`config.mk`:
```
export PLATFORM = sky130hd
export DESIGN_NAME = cmp_trim_cal
export DESIGN_NICKNAME = d
export VERILOG_FILES = /design/src/rtl/cmp_trim_pkg.sv /design/src/rtl/cal_rst_sync.sv /design/src/rtl/cal_cycle_seq.sv /design/src/rtl/cal_trim_stepper.sv /design/src/rtl/cmp_trim_cal.sv
export SDC_FILE = /design/constraint.sdc
export NUM_CORES = 1
export LEC_CHECK = 0
export CORE_UTILIZATION = 30
export CTS_CLUSTER_SIZE = 10
export DETAILED_ROUTE_END_ITERATION = 10
export PLACE_DENSITY = 0.6
export REMOVE_ABC_BUFFERS = 1
export SLEW_MARGIN = 10
export SYNTH_ARGS = -nofsm -noshare
export SYNTH_HDL_FRONTEND = slang
export SYNTH_SLANG_ARGS = --single-unit
```
`constraint.sdc`:
```
create_clock -name clk -period 1.3 [get_ports clk]
set_clock_uncertainty 0.2 [all_clocks]
set_input_delay 0.195 -clock clk [delete_from_list [all_inputs] [get_ports clk]]
set_output_delay 0.195 -clock clk [all_outputs]
set_load 0.01 [all_outputs]
```
`src/rtl/cmp_trim_pkg.sv`:
```
package cmp_trim_pkg;

  typedef enum logic {
    CAL_TWO_WAY = 1'b0,
    CAL_ONE_WAY = 1'b1
  } cal_mode_e;

  typedef enum logic [1:0] {
    SEQ_IDLE = 2'd0,
    SEQ_RUN  = 2'd1,
    SEQ_DONE = 2'd2
  } seq_state_e;

endpackage

```
`src/rtl/cal_rst_sync.sv`:
```
module cal_rst_sync #(
  parameter int STAGES = 2
) (
  input  logic clk,
  input  logic rst_n,
  output logic rst_n_sync
);

  logic [STAGES-1:0] sh_q;

  always_ff @(posedge clk or negedge rst_n) begin
    if (!rst_n) sh_q <= '0;
    else        sh_q <= {sh_q[STAGES-2:0], 1'b1};
  end

  assign rst_n_sync = sh_q[STAGES-1];

endmodule

```
`src/rtl/cal_cycle_seq.sv`:
```
module cal_cycle_seq
  import cmp_trim_pkg::*;
#(
  parameter int CNT_W = 10
) (
  input  logic             clk,
  input  logic             rst_n,
  input  logic             start_i,
  input  logic             mode_i,
  input  logic [CNT_W-1:0] cycles_i,
  input  logic             strobe_i,
  output logic             load_o,
  output logic             step_o,
  output cal_mode_e        mode_o,
  output logic             busy_o,
  output logic             done_o
);

  seq_state_e       state_q, state_d;
  logic [CNT_W-1:0] rem_q, rem_d;
  cal_mode_e        mode_q, mode_d;
  logic             rem_zero;

  assign rem_zero = (rem_q == '0);
  assign load_o   = start_i && (state_q != SEQ_RUN);
  assign step_o   = (state_q == SEQ_RUN) && strobe_i && !rem_zero;

  always_comb begin
    state_d = state_q;
    rem_d   = rem_q;
    mode_d  = mode_q;
    unique case (state_q)
      SEQ_RUN: begin
        if (rem_zero)      state_d = SEQ_DONE;
        else if (strobe_i) rem_d   = rem_q - 1'b1;
      end
      default: begin
        if (start_i) begin
          state_d = SEQ_RUN;
          rem_d   = cycles_i;
          mode_d  = cal_mode_e'(mode_i);
        end
      end
    endcase
  end

  always_ff @(posedge clk or negedge rst_n) begin
    if (!rst_n) begin
      state_q <= SEQ_IDLE;
      rem_q   <= '0;
      mode_q  <= CAL_TWO_WAY;
    end else begin
      state_q <= state_d;
      rem_q   <= rem_d;
      mode_q  <= mode_d;
    end
  end

  assign mode_o = mode_q;
  assign busy_o = (state_q == SEQ_RUN);
  assign done_o = (state_q == SEQ_DONE);

  // a start or a new mode during a run touches neither the count nor the mode
  a_r8_start_ignored: assert property (@(posedge clk) disable iff (!rst_n)
    busy_o && start_i && !strobe_i && !rem_zero |=> $stable(rem_q) && $stable(mode_q));

  // an exhausted count ends the run on the next edge
  a_r6_finish: assert property (@(posedge clk) disable iff (!rst_n)
    busy_o && rem_zero |=> done_o && !busy_o);

  // done holds until a start arrives
  a_r9_done_hold: assert property (@(posedge clk) disable iff (!rst_n)
    done_o && !start_i |=> done_o);

endmodule

```
`src/rtl/cal_trim_stepper.sv`:
```
module cal_trim_stepper
  import cmp_trim_pkg::*;
#(
  parameter int TRIM_W = 8
) (
  input  logic              clk,
  input  logic              rst_n,
  input  logic              load_i,
  input  logic              load_mode_i,
  input  logic              step_i,
  input  cal_mode_e         mode_i,
  input  logic              fire_i,
  output logic [TRIM_W-1:0] trim_o
);

  localparam logic [TRIM_W-1:0] TRIM_MAX = {TRIM_W{1'b1}};
  localparam logic [TRIM_W-1:0] TRIM_MID = TRIM_W'(1) << (TRIM_W - 1);

  logic [TRIM_W-1:0] trim_q, trim_d;
  logic              trim_en;
  logic              at_max, at_min;

  assign at_max  = (trim_q == TRIM_MAX);
  assign at_min  = (trim_q == '0);
  assign trim_en = load_i || step_i;

  always_comb begin
    trim_d = trim_q;
    if (load_i) begin
      trim_d = load_mode_i ? TRIM_MAX : TRIM_MID;
    end else if (step_i) begin
      if (fire_i) begin
        if (!at_min) trim_d = trim_q - 1'b1;
      end else if (mode_i == CAL_TWO_WAY) begin
        if (!at_max) trim_d = trim_q + 1'b1;
      end
    end
  end

  always_ff @(posedge clk or negedge rst_n) begin
    if (!rst_n)       trim_q <= TRIM_MID;
    else if (trim_en) trim_q <= trim_d;
  end

  assign trim_o = trim_q;

  // no wrap from the top rail to zero
  a_r5_no_overflow: assert property (@(posedge clk) disable iff (!rst_n)
    at_max |=> trim_q != '0);

  // no wrap from zero to the top rail unless a one-way load occurs
  a_r5_no_underflow: assert property (@(posedge clk) disable iff (!rst_n)
    at_min && !(load_i && load_mode_i) |=> trim_q != TRIM_MAX);

  // a one-way miss leaves the code alone
  a_r4_hold_on_miss: assert property (@(posedge clk) disable iff (!rst_n)
    step_i && !load_i && (mode_i == CAL_ONE_WAY) && !fire_i |=> $stable(trim_q));

endmodule

```
`src/rtl/cmp_trim_cal.sv`:
```
module cmp_trim_cal
  import cmp_trim_pkg::*;
#(
  parameter int TRIM_W = 8,
  parameter int CNT_W  = 10
) (
  input  logic              clk,
  input  logic              rst_n,
  input  logic              start_i,
  input  logic              mode_i,
  input  logic [CNT_W-1:0]  cycles_i,
  input  logic              strobe_i,
  input  logic              fire_i,
  output logic [TRIM_W-1:0] trim_o,
  output logic              busy_o,
  output logic              done_o
);

  logic      rst_n_s;
  logic      load_w, step_w;
  cal_mode_e run_mode_w;

  cal_rst_sync #(.STAGES(2)) u_rst (
    .clk        (clk),
    .rst_n      (rst_n),
    .rst_n_sync (rst_n_s)
  );

  cal_cycle_seq #(.CNT_W(CNT_W)) u_seq (
    .clk      (clk),
    .rst_n    (rst_n_s),
    .start_i  (start_i),
    .mode_i   (mode_i),
    .cycles_i (cycles_i),
    .strobe_i (strobe_i),
    .load_o   (load_w),
    .step_o   (step_w),
    .mode_o   (run_mode_w),
    .busy_o   (busy_o),
    .done_o   (done_o)
  );

  cal_trim_stepper #(.TRIM_W(TRIM_W)) u_trim (
    .clk         (clk),
    .rst_n       (rst_n_s),
    .load_i      (load_w),
    .load_mode_i (mode_i),
    .step_i      (step_w),
    .mode_i      (run_mode_w),
    .fire_i      (fire_i),
    .trim_o      (trim_o)
  );

  // the code is frozen whenever no run is active and no start arrives
  a_r7_frozen_idle: assert property (@(posedge clk) disable iff (!rst_n_s)
    !busy_o && !start_i |=> $stable(trim_o));

  // the code moves by at most one step per cycle during a run
  a_r3_unit_step: assert property (@(posedge clk) disable iff (!rst_n_s)
    busy_o |=> (int'(trim_o) - int'($past(trim_o)) <= 1) &&
               (int'(trim_o) - int'($past(trim_o)) >= -1));

  // a one-way run never raises the code
  a_r4_down_only: assert property (@(posedge clk) disable iff (!rst_n_s)
    busy_o && (run_mode_w == CAL_ONE_WAY) |=> trim_o <= $past(trim_o));

  // an accepted start raises busy and clears done
  a_r2_start: assert property (@(posedge clk) disable iff (!rst_n_s)
    !busy_o && start_i |=> busy_o && !done_o);

  // busy and done are never high together
  a_r6_exclusive: assert property (@(posedge clk) disable iff (!rst_n_s)
    !(busy_o && done_o));

endmodule

```
==> results.toml <==
[status]
status = "finished, violations left"
violations = "negative setup slack"

[synthesis]
synth_area_per_cell_um2 = 8.82
synthCells = 174
syn_area_um2 = 1530
synth_edf_count = 0
ys_seq_area_frac = 0.376
ys.flop_type = "dfrtp_1"
yosysUniqueCellTypes = 50
async_flop_share = 1.00
ys_seq_elements = 23
yosysWarnings = 0

[global_route]
grt.overflow.total = 0
grt_max_degree = 22
grt_pass1_vias = 1643
grt_antenna_before_repair = 0
grt_pass1_wl_um = 7810
grt_use_total = 0.189

[die]
num_io_pins = 26
die_w_um = 73.5
core_area_um2 = 4820
die-area_um2 = 5400
num_rows = 25
die_y_um = 73.5
start_util = 0.318

[cells_and_area]
instances_no_fill = 339
antenna_cells = 0
final_common_cell = "buf_4"
num-fill-cells = 410
multi_input_area_um2 = 1150
nets = 297
final_area_um2 = 2800
drive_gt1_frac = 0.482
final_core_util = 0.581
area_growth_pct = 82.3
regArea_um2 = 577
mostFrequentLayoutCells = "buf_4 (47), buf_6 (35), dfrtp_1 (22)"

[power]
p_per_area_nw_per_um2 = 1980
ir_drop_mv = 0.760
power_leakage_uw = 0.00121

[place]
io_buffers = 25
placed_cells = 318
postPlaceCellArea_um2 = 2270
place_congestion = 0.828
dpl.hpwl_um = 3250

[sta]
fin_tns_setup_ns = -13.80
clock.fmax_mhz = 483
rsz0062_at_grt = "yes"
fin_hold_ws_ns = 0.0131
hold_viol = 0
fin_crit_sh = 1.59
setup_violations = 31
setup_ws_ns = -0.772
fin_crit_ns = 2.07
timing.final.max_slew_violations = 0

[detailed_routing]
viasPerCell = 5.22
finalWirelength_um = 4910
first_pass_iters = 4
vias = 1770
drt_iter0_markers = 107
ant_nets = 0
drc = 0
wl_per_cell_um = 14.5

[clock_tree]
cts_max_level = 1
cts_buffer_depth = 2
root_buffer = "clkbuf_8"
cts_made_buffers = 3
cts.clk_slew.worst_paths_ns = 0.08
clk-insertion-delay-late_ns = 0.27
cts_tree = "done"
clock_sinks = 23

[run]
max_cap_viol_count = 0

[worst_setup_path]
reg2reg_from = "u_trim.trim_o[1]"
reg2reg_depth = 5
r2r_setup_slack_ns = -0.77
crit_required_ns = 1.25
worstPathArrival_ns = 2.03
cp_max_fo = 6
r2r_end = "u_trim.trim_o[1]"
cp-end-kind = "flop"
crit_path_start_kind = "flop"
path_class = "flop to flop"

[worst_hold_path]
hold_class = "flop to async pin"
worst max path at each step:
| stage | from | to | depth (start not counted) |
|---|---|---|---|
| 2_1_floorplan | u_seq.state_q[1] | u_trim.trim_o[1] | 6 |
| 3_3_place_gp | fire_i | u_trim.trim_o[7] | 8 |
| 3_5_place_dp | fire_i | u_trim.trim_o[7] | 8 |
| 4_1_cts | u_seq.rem_q[2] | u_seq.rem_q[9] | 5 |
| 5_1_grt | u_seq.rem_q[2] | u_seq.rem_q[9] | 5 |
| 6_report | u_trim.trim_o[1] | u_trim.trim_o[1] | 5 |
registers in the layout, summed over array words and instances (netlist names):
register and count:
u_rst.sh_q 2, u_seq.mode_o 1, u_seq.rem_q 10, u_seq.state_q 2, u_trim.trim_o 8
repair_timing:
| action | 4_1_cts | 5_1_grt |
|---|---|---|
| setup buffers | 11 | 5 |
| hold buffers | 1 | 0 |
| setup endpoints to repair | 31 | 31 |
| cloned | 2 | 0 |
| hold endpoints to repair | 2 | 0 |
| pin swaps | 17 | 8 |
| gates resized for setup | 109 | 21 |
critical path: stages, from the launching register on:
cell and delay [ns]:
dfrtp_1 0.39, or4_4 0.57, o21ai_4 0.18, o311ai_4 0.12, and2_4 0.20, mux2_4 0.30
Yosys cell counts (2+ instances only):
cell type | number | area share
o211ai_1 | 2 | 0.0098
clkbuf_1 | 4 | 0.0098
dfrtp_1 | 22 | 0.36
nor3_1 | 4 | 0.013
ha_1 | 7 | 0.057
o21ai_0 | 15 | 0.049
nand4_1 | 2 | 0.0082
nor2_1 | 12 | 0.029
o32ai_1 | 2 | 0.011
a21oi_1 | 20 | 0.065
and2_1 | 3 | 0.012
a211oi_1 | 2 | 0.0098
nand2b_1 | 3 | 0.012
nand3_1 | 6 | 0.020
and3_1 | 2 | 0.0082
inv_1 | 9 | 0.022
a31oi_1 | 7 | 0.029
or4_1 | 3 | 0.015
o31a_1 | 2 | 0.011
nand2_1 | 15 | 0.037
or3_1 | 3 | 0.012
area by class of cell:
class                      count  share of cell area
clock buffer                   3              0.0148
tap                           67              0.0300
inverter                       9              0.0121
clock inverter                 1             0.00179
multi-input combinational    137               0.410
sequential                    23               0.206
timing repair buffer          99               0.325
power by group:
group          switching [uW]  total (uW)  leakage, uW  internal, uW
Sequential                243        1270     0.000265          1020
Combinational            1680        3810     0.000915          2130
Clock                     234         448    0.0000255           214
kinds of logic after synthesis:
logic type / synth area share
other cells: 0.00244
fa+ha+maj: 0.0701
flops: 0.376
xor+xnor: 0.0114
buf+inv: 0.0416
compound gates: 0.284
simple gates: 0.198
mux: 0.0163
through the flow:
stage	setup slack (ns)	power [uW]
detailed placement	-1.09	4120
global placement	-1.01	4070
floorplan	-1.37	2670
CTS	-0.759	5210
finish	-0.772	5520
global route	-0.809	5940
per-layer routing:
layer	GRT usage	up-vias	wire, um
met2	0.326	42	2470
met5	0	-	0
li1	-	857	-
met4	0.0342	0	42
met1	0.245	867	2210
met3	0.0370	4	184
No activity file was read; power rests on OpenSTA's default activity.
